$ cat config.mk
export PLATFORM = sky130hd
export DESIGN_NAME = tpg_position
export DESIGN_NICKNAME = d
export VERILOG_FILES = /design/src/rtl/tpg_pkg.sv /design/src/rtl/tpg_position.sv
export SDC_FILE = /design/constraint.sdc
export NUM_CORES = 1
export LEC_CHECK = 0
export ABC_AREA = 1
export CAP_MARGIN = 30
export CORE_MARGIN = 3
export CORE_UTILIZATION = 45
export DETAILED_ROUTE_END_ITERATION = 8
export PLACE_DENSITY = 0.68
export SYNTH_ARGS = -nofsm -noshare
export SYNTH_HDL_FRONTEND = slang
export SYNTH_SLANG_ARGS = --single-unit
$ cat constraint.sdc
create_clock -name clk -period 1.6 [get_ports clk]
set_clock_uncertainty 0.05 [all_clocks]
set_input_delay 0.4 -clock clk [delete_from_list [all_inputs] [get_ports clk]]
set_output_delay 0.4 -clock clk [all_outputs]
set_load 0.01 [all_outputs]
$ cat src/rtl/tpg_pkg.sv
package tpg_pkg;

    // Pattern index encodings; anything not listed paints black.
    localparam logic [3:0] IDX_BLACK   = 4'd0;
    localparam logic [3:0] IDX_RED     = 4'd1;
    localparam logic [3:0] IDX_GREEN   = 4'd2;
    localparam logic [3:0] IDX_BLUE    = 4'd3;
    localparam logic [3:0] IDX_CHECKER = 4'd4;
    localparam logic [3:0] IDX_BARS    = 4'd5;
    localparam logic [3:0] IDX_BORDER  = 4'd6;

    // Number of vertical bands and the width of the band number.
    localparam int NUM_BANDS = 8;
    localparam int BAND_W    = 3;

    // Clocks from flag input to colour/flag output.
    localparam int PIPE_LAT  = 2;

endpackage

$ cat src/rtl/tpg_position.sv
// Stage 1: rebuild raster position from edges of the active-window flags.
module tpg_position #(
    parameter int ACTIVE_COLS = 640,
    parameter int TOTAL_COLS  = 800,
    parameter int TOTAL_ROWS  = 525,
    localparam int COL_W      = $clog2(TOTAL_COLS + 1),
    localparam int ROW_W      = $clog2(TOTAL_ROWS + 1),
    localparam int BAR_PIX    = ACTIVE_COLS / tpg_pkg::NUM_BANDS,
    localparam int BARC_W     = $clog2(BAR_PIX)
) (
    input  logic                      clk,
    input  logic                      rst_n,
    input  logic                      h_in,
    input  logic                      v_in,
    output logic [COL_W-1:0]          col,
    output logic [ROW_W-1:0]          row,
    output logic [tpg_pkg::BAND_W-1:0] band,
    output logic                      act
);
    localparam logic [BARC_W-1:0] BAR_LAST = BARC_W'(BAR_PIX - 1);
    localparam logic [tpg_pkg::BAND_W-1:0] BAND_LAST = tpg_pkg::BAND_W'(tpg_pkg::NUM_BANDS - 1);

    typedef struct packed {
        logic [COL_W-1:0]           col;
        logic [ROW_W-1:0]           row;
        logic [BARC_W-1:0]          bar_cnt;
        logic [tpg_pkg::BAND_W-1:0] band;
        logic                       h_prev;
        logic                       v_prev;
        logic                       act;
    } pos_t;

    pos_t pos_d, pos_q;
    logic h_rise, v_rise;

    always_comb begin
        pos_d  = pos_q;
        h_rise = h_in && !pos_q.h_prev;
        v_rise = v_in && !pos_q.v_prev;

        // Column and band tracking.
        if (h_rise) begin
            pos_d.col     = '0;
            pos_d.bar_cnt = '0;
            pos_d.band    = '0;
        end else begin
            if (pos_q.col != '1) begin
                pos_d.col = pos_q.col + 1'b1;
            end
            if (pos_q.bar_cnt == BAR_LAST) begin
                pos_d.bar_cnt = '0;
                if (pos_q.band != BAND_LAST) begin
                    pos_d.band = pos_q.band + 1'b1;
                end
            end else begin
                pos_d.bar_cnt = pos_q.bar_cnt + 1'b1;
            end
        end

        // Row tracking: restart on frame, advance on each new line.
        if (v_rise) begin
            pos_d.row = '0;
        end else if (h_rise && (pos_q.row != '1)) begin
            pos_d.row = pos_q.row + 1'b1;
        end

        pos_d.h_prev = h_in;
        pos_d.v_prev = v_in;
        pos_d.act    = h_in && v_in;
    end

    always_ff @(posedge clk) begin
        if (!rst_n) begin
            pos_q <= '0;
        end else begin
            pos_q <= pos_d;
        end
    end

    assign col  = pos_q.col;
    assign row  = pos_q.row;
    assign band = pos_q.band;
    assign act  = pos_q.act;

endmodule

# --- Word level (Yosys, flattened, before mapping) ---
# Index checks and enable logic that the tools add are counted.
word_totals:
  inputBits: 4
  reg_bits: 33
classes:
  reduce_logical: 10
  n_bitwise: 1
  n_eq_ne: 4
  add_sub_neg: 4
ops:
  columns: ["operator", "n"]
  rows:
  - ["$add 10x1->10 const B", 2]
  - ["$ne 10x10->1 const B", 2]
  - ["$add 7x1->7 const B", 1]
  - ["$eq 7x7->1 const B", 1]
  - ["$logic_and 1x1->1", 4]
  - ["$reduce_or 2->1", 2]
  - ["$add 3x1->3 const B", 1]
  - ["$ne 3x3->1 const B", 1]
  - ["$reduce_or 3->1", 1]
  - ["$logic_not 1->1", 2]
  - ["$reduce_and 2->1", 1]
  - ["$not 1->1", 1]

# --- Longest topological paths before layout ---
# Gate-level depths: netlist of run 1.
logic_depth:
  word_depth: 3
  ltp_mapped: 8

# --- Worst setup path before layout of run 1 ---
# Ideal clock, no wire load.
synth_timing:
  path_kind: "register to register"
  from: "register pos_q (netlist bit col[0])"
  to: "register pos_q (netlist bit col[4])"
  setup_time_ns: 0.115
  arrival_ns: 1.227
  stages_incl_launch_ff: 8
  setup_slack_ns: 0.208
  cell_sequence: "dfxtp_1 -> ha_1 -> nand2_2 -> nor2_4 -> nand3b_4 -> buf_6 -> a21oi_1 -> nor2_1"
synth_between:
  elab_chain_len: 1
synth_rtl:
  columns: ["element", "line", "text"]
  rows:
  - ["from (decl)", "tpg_position.sv:33", "pos_t pos_d, pos_q;"]
  - ["from (signal assigned)", "tpg_position.sv:76", "pos_q <= pos_d;"]
  - ["$add 10x1->10 or $ne 10x10->1 (tied branches)", "tpg_position.sv:48, tpg_position.sv:47", null]
# Parallel ways exist; a longest one is shown, timed or not.
# A chain may end at the register's enable or synchronous reset.

# --- Worst setup path after layout of run 1 ---
layout_timing:
  from: "register pos_q (netlist bit row[1])"
  to: "register pos_q (netlist bit row[1])"
layout_between:
  elab_chain_len: 2
layout_rtl:
  columns: ["element"]
  rows:
  - ["branches (longest 2 deep; another with $add 10x1->10)"]
# Several ways; the timed one is not identified.

==> key figures, run 1 <==
Status
  – Status: complete, no violations

CTS
  – Num CTS Buffers: 5
  – Post-CTS Setup Bufs: 0
  – Clk_lat worst skew: 0.28 ns
  – Clock Sink Count: 33
  – CTS tree: yes
  – Root buffer cell: clkbuf_8
  – # H-tree levels: 2
  – Clk slew on worst S/H paths: 0.07 ns
  – Worst-case clock buffer depth: 2

Synthesis
  – Yosys top cell area share: 35.9%
  – Largest area contributor in the netlist: dfxtp_1
  – Synthesized flop and latch total: 33
  – Yosys cell types: 23
  – Synth area leaders: dfxtp_1, nand2_1, buf_4
  – Net count after synthesis: 268
  – Syn Std Cell Area: 0.00184 mm²
  – Post-Synthesis Cells: 259
  – Post-Syn Area per Cell: 7.11 µm²
  – Sequential area share after synthesis: 35.9%
  – Warnings, synthesis: 0

Critical path
  – Crit path kind: flip-flop to flip-flop
  – CP max-delay cell: dfxtp_1
  – Reg2reg end: row[1]
  – Crit Path Max Fanout: 11
  – Data arrival, critical path: 1.62 ns
  – Startpoint Class: flip-flop
  – Crit path buffers/inverters: 1
  – CP top delay family: simple AND/OR/NAND/NOR gates
  – CP Cell Sequence: ha_1 > nand2_1 > nor2_2 > nand3b_4 > buf_4 > nand3_1 > nand2_1 > nor2_1
  – Worst path depth: 8
  – CP max stage delay: 0.40 ns
  – CP required: 1.77 ns
  – Reg2reg setup slack: 0.14 ns
  – Worst reg2reg path depth: 8
  – Crit path top cell by count: nand2_1
  – Reg-to-Reg Start: row[1]
  – CP endpoint kind: flip-flop

Detailed routing
  – Starting DRC count in detailed routing: 96
  – Vias per cell: 4.54
  – Detailed Routing Iterations Pass 1: 4
  – DRT Wirelength: 3230 µm
  – Routed Antenna Nets: 0
  – WL/cell: 9.82 µm
  – Total number of vias: 1493
  – Detailed-route DRC error count: 0

Floorplanning
  – Core area: 0.00380 mm²
  – Die ar.: 0.00490 mm²
  – Die Ht: 70.0 µm
  – Row count: 22
  – I/O pin count: 28
  – Starting Density: 48.5%
  – Die span in x: 70.0 µm

Power
  – Clock power share: 41.2%
  – Leak: 1.05 nW
  – Sw frac: 22.9%
  – Worst IR Drop VDD: 0.676 mV
  – Final Power: 0.00166 W
  – Flop pwr share: 51.2%
  – Internal power: 0.00128 W
  – Combinational Power Share: 7.6%
  – Psw: 0.000380 W
  – PD cells: 774 mW/mm²

STA
  – Setup TNS: 0 ns
  – RSZ-0062 raised after global routing: false
  – Final worst slack: 0.143 ns
  – Period utilization: 91.1%
  – Fmax: 0.686 GHz
  – Slew headroom: 78.8%
  – Post-route minimum period: 1.46 ns
  – Fin. Hold Viols: 0
  – Worst-margin pin slew: 0.317 ns
  – # setup viols final: 0
  – Final Slew Violations: 0

Placed design
  – DP Worst Slack: -0.102 ns
  – PortBufs: 27
  – Cell Area, Placed: 0.00207 mm²
  – Gpl congestion: 0.820
  – Final HPWL DP: 2380 µm

Final layout
  – Share of post-route cells with drive strength above 1: 17.4%
  – Inserted Diodes: 0
  – Final Instance Area: 0.00215 mm²
  – # nets final: 289
  – Area Overhead vs Synth: 16.7%

Worst hold path
  – Worst hold endpoint: pos_q[6]
  – Hold Startpoint: pos_q[6]
  – WHS Path Cells: 1
  – Worst hold path class: flip-flop to flip-flop

GRT
  – GR Overflow Total: 0
  – First-pass GRT wire length: 5500 µm
  – Vias in the first global route: 1309
  – Aggregate global-route resource usage: 13.8%
  – Antenna violations before repair: 0
  – Largest net degree at the start of global routing: 14

Flow run
  – Max-cap violation count: 0
-- metrics by stage --
| stage | utilization, % | instances | hold slack, ns |
|---|---|---|---|
| finish | 56.6 | 329 | 0.399 |
| global route | 56.6 | 329 | 0.425 |
| CTS | 56.5 | 329 | 0.400 |
| detailed placement | 54.4 | 321 | 0.390 |
| global placement | 54.4 | 321 | 0.380 |
| floorplan | - | 259 | 0.368 |
-- layout make-up --
type / count / area (µm²)
Multi-Input combinational cell: 170 / 872
Timing Repair Buffer: 39 / 330
Tap cell: 48 / 60.1
Inverter: 31 / 116
Sequential cell: 33 / 669
Clock buffer: 7 / 96.3
Fill cell: 372 / 1650
Clock inverter: 1 / 5.00
-- layout by cell type (no fill, tap or decap) --
| master | n |
|---|---|
| a21oi_1 | 12 |
| a31oi_1 | 1 |
| buf_4 | 12 |
| clkbuf_8 | 7 |
| clkdlybuf4s50_1 | 3 |
| clkinv_1 | 1 |
| clkinv_2 | 1 |
| dfxtp_1 | 26 |
| dfxtp_2 | 7 |
| dlygate4sd2_1 | 24 |
| ha_1 | 5 |
| inv_1 | 25 |
| inv_2 | 5 |
| nand2_1 | 55 |
| nand2_2 | 5 |
| nand3_1 | 23 |
| nand3b_1 | 1 |
| nand3b_4 | 2 |
| nand4_1 | 3 |
| nor2_1 | 44 |
| nor2_2 | 5 |
| nor2_4 | 4 |
| nor3b_1 | 3 |
| o21ai_2 | 1 |
| o21bai_1 | 1 |
| xnor2_1 | 4 |
| xor2_1 | 1 |
-- cell usage after synthesis --
| cell type | instances |
|---|---|
| o21bai_1 | 1 |
| nand3b_4 | 2 |
| xnor2_1 | 4 |
| inv_2 | 5 |
| nand3_1 | 23 |
| a31oi_1 | 1 |
| nand3b_1 | 1 |
| a21oi_1 | 12 |
| nand2_1 | 56 |
| nand2_2 | 4 |
| buf_4 | 23 |
| inv_1 | 25 |
| dfxtp_1 | 33 |
| xor2_1 | 1 |
| nor2_2 | 5 |
| nand4_1 | 3 |
| o21ai_2 | 1 |
| nor2_4 | 4 |
| clkinv_1 | 1 |
| buf_6 | 2 |
| nor2_1 | 44 |
| ha_1 | 5 |
| nor3b_1 | 3 |
-- flip-flops by register name (all words and copies together), names as in the netlist --
signal,cells
band,3
act,1
col,10
row,10
pos_q,9
-- routing by layer --
layer	vias up	track usage [%]	wire [µm]
met3	2	6.33	189
met2	30	21.4	1380
met1	632	17.1	1650
met5	-	0	0
li1	829	-	-
met4	0	3.83	17
-- worst reg2reg max path: cells and delay by family (launching register included) --
family        cells  cell delay [ns]
buf+inv           1             0.18
simple gates      6             0.59
flops             1             0.40
fa+ha+maj         1             0.19
-- kinds of logic (layout without fill, tap and decap cells) --
logic type / after synthesis / in the layout / synth area share, %
simple gates: 145 / 145 / 37.0
xor+xnor: 5 / 5 / 2.38
fa+ha+maj: 5 / 5 / 3.40
compound gates: 15 / 15 / 4.48
flops: 33 / 33 / 35.9
buf+inv: 56 / 78 / 16.9
-- worst max path at each step --
stage	from	end	slack [ns]
after floorplan	col[0]	col[4]	0.21
after global placement	h_in	row[7]	-0.08
after detailed placement	h_in	row[7]	-0.10
after CTS	row[1]	row[7]	0.14
after global routing	row[1]	row[5]	0.01
final	row[1]	row[1]	0.14
-- power by group through the flow --
stage / clock, W / sequential [W] / combinational [W]
after floorplan: 0 / 0.000870 / 0.0000826
after global placement: 0 / 0.000870 / 0.000131
after detailed placement: 0 / 0.000871 / 0.000133
after CTS: 0.000719 / 0.000852 / 0.000127
after global routing: 0.000758 / 0.000854 / 0.000144
final: 0.000685 / 0.000853 / 0.000126
-- repair_timing --
| action | CTS | global route |
|---|---|---|
| hold buffers | 0 | 0 |
| gates cloned | 0 | 0 |
| endpoints found under the setup margin | 24 | 1 |
| resized for setup | 31 | 1 |
No activity file was read; power rests on OpenSTA's default activity.
==> run 2: changes to the inputs <==
- CORE_MARGIN: 3 -> 5
- clock period: 1.6 -> 1.7 ns (I/O delays scaled with it)
==> key figures, run 2 (synthesis gave the netlist of run 1 again) <==
STA
  – Final Slew Violations: 0 (unchanged)
  – Worst-margin pin slew: 0.296 ns (-0.0218 ns)
  – Period utilization: 97.7%
  – Fmax: 0.602 GHz
  – Slew headroom: 80.2% (+1.5 points)
  – Final worst slack: 0.0383 ns (-0.105 ns)
  – RSZ-0062 raised after global routing: false
  – Fin. Hold Viols: 0 (unchanged)
  – Hold WS: 0.395 ns (-0.00369 ns)
  – # setup viols final: 0 (unchanged)
  – Post-route minimum period: 1.66 ns

Critical path
  – Startpoint Class: flip-flop
  – CP Cell Sequence: clkdlybuf4s50_1
  – CP top delay family: buffers and inverters
  – Crit Path Max Fanout: 3 (-8)
  – Data arrival, critical path: 1.19 ns (-0.43 ns)
  – CP endpoint kind: output pin
  – Reg-to-Reg Start: row[1]
  – Worst reg2reg path depth: 7 (-1)
  – CP max-delay cell: clkdlybuf4s50_1
  – CP required: 1.22 ns (-0.55 ns)
  – Crit path buffers/inverters: 1 (unchanged)
  – Crit path kind: flip-flop to output pin
  – Reg2reg setup slack: 0.23 ns (+0.09 ns)
  – Reg2reg end: row[7]
  – CP max stage delay: 0.55 ns (+0.15 ns)

Detailed routing
  – Total number of vias: 1510 (+1.1%)
  – Starting DRC count in detailed routing: 106 (+10%)
  – Detailed-route DRC error count: 0 (unchanged)
  – DRT Wirelength: 3190 µm (-1.1%)
  – Routed Antenna Nets: 0 (unchanged)
  – WL/cell: 9.74 µm (-0.81%)
  – Vias per cell: 4.60 (+1.4%)
  – Detailed Routing Iterations Pass 1: 4 (unchanged)

CTS
  – Clk_lat worst skew: 0.28 ns (about the same)
  – Clk slew on worst S/H paths: 0.07 ns (about the same)
  – Num CTS Buffers: 5 (unchanged)
  – Clock Sink Count: 33 (unchanged)
  – Root buffer cell: clkbuf_8
  – Worst-case clock buffer depth: 2 (unchanged)
  – CTS Hold Bufs: 0 (unchanged)
  – CTS tree: yes
  – # H-tree levels: 2 (unchanged)

Floorplanning
  – Die Ht: 74.0 µm (+5.7%)
  – Die ar.: 0.00547 mm² (+12%)
  – I/O pin count: 28 (unchanged)
  – Die span in x: 74.0 µm (+5.7%)
  – Starting Density: 46.4% (-2.1 points)
  – Row count: 23 (+4.5%)
  – Core area: 0.00397 mm² (+4.5%)

GRT
  – Aggregate global-route resource usage: 13.3% (-0.42 points)
  – GR Overflow Total: 0 (unchanged)
  – Vias in the first global route: 1320 (+0.84%)
  – First-pass GRT wire length: 5660 µm (+3.0%)
  – Antenna violations before repair: 0 (unchanged)
  – Largest net degree at the start of global routing: 14 (unchanged)

Final layout
  – Share of post-route cells with drive strength above 1: 14.7% (-2.7 points)
  – Most common cell after layout, fill and taps aside: nand2_1
  – Final core utilization: 53.7% (-2.8 points)
  – # nets final: 286 (-1.0%)
  – Inserted Diodes: 0 (unchanged)
  – Most frequent cells in the layout: nand2_1, nor2_1, dfxtp_1, inv_1, nand3_1
  – Area Overhead vs Synth: 15.9%

Worst hold path
  – Hold Startpoint: pos_q[6]
  – Worst hold path class: flip-flop to flip-flop
  – Worst hold endpoint: pos_q[6]
  – WHS Path Cells: 1 (unchanged)

Status
  – Status: complete, no violations

Placed design
  – DP Worst Slack: -0.0218 ns (+0.0804 ns)
  – Final HPWL DP: 2410 µm (+1.2%)
  – PortBufs: 27 (unchanged)
  – Gpl congestion: 0.801 (-2.4%)

Power
  – Leak: 1.07 nW (+2.1%)
  – Worst IR Drop VDD: 0.335 mV (-50%)
  – PD cells: 689 mW/mm² (-11%)

Flow run
  – Max-cap violation count: 0 (unchanged)
## run 2: cell count changes in the layout (fill, tap and decap cells not counted), sizes merged
cell / change
buf: -3
clkdlybuf4s50: +6
clkbuf: +1
dlymetal6s2s: +6
clkinv: -1
dlygate4sd2: -12
## run 2: what timing repair did
| item | CTS | global route |
|---|---|---|
| setup endpoints to repair | 16 | 6 |
| gates resized for setup | 18 | 6 |
| setup buffers | 0 | 0 |
## run 2: metal layers
layer | track usage (%) | up-vias | routed length [µm]
met5 | 0 | - | 0
met4 | 6.04 | 0 | 36
met3 | 5.00 | 2 | 221
met2 | 20.2 | 31 | 1400
met1 | 16.9 | 657 | 1540
li1 | - | 820 | -
## run 2: worst register-to-register path, stage by stage, from the launching register on
cell and delay [ns]:
dfxtp_1 0.37, ha_1 0.18, nand2_1 0.08, nor2_2 0.17
nand3b_4 0.14, buf_4 0.18, a21oi_1 0.14, nor2_1 0.06
## run 2: power breakdown
| group | switching (W) | total (W) | internal, W |
|---|---|---|---|
| logic | 0.0000617 | 0.000115 | 0.0000528 |
| clock network | 0.000262 | 0.000553 | 0.000291 |
| registers | 0.0000141 | 0.000804 | 0.000790 |
| total | 0.000338 | 0.00147 | 0.00113 |
## run 2: worst max path at each step
stage	from	to	slack [ns]	depth (start not counted)
after floorplan	col[0]	col[4]	0.31	7
after global placement	h_in	row[7]	0.009	8
after detailed placement	h_in	row[7]	-0.02	8
after CTS	band[0]	band[0]	0.0005	1
after global routing	col[2]	col[2]	0.005	1
final	band[2]	band[2]	0.04	1
## run 2: final cells by class
class / instances / area (µm²)
clock buffers: 8 / 80.1
flip-flops and latches: 33 / 668
fillers: 412 / 1840
repair buffers: 36 / 338
well taps: 50 / 62.6
multi-input cells: 170 / 870
inverters: 31 / 116
## run 2: stage by stage
stage,area (µm²),power (W),TNS (ns),instances
after floorplan,1840,0.000897,0,259
after global placement,2050,0.000940,0,320
after detailed placement,2050,0.000941,-0.0229,320
after CTS,2120,0.00150,0,328
after global routing,2130,0.00155,0,328
final,2130,0.00147,0,328
==> run 3: changes to the inputs <==
- CAP_MARGIN: 30 -> default
==> results of run 3 <==
Final layout, timing and power as in run 2 (identical DEF).
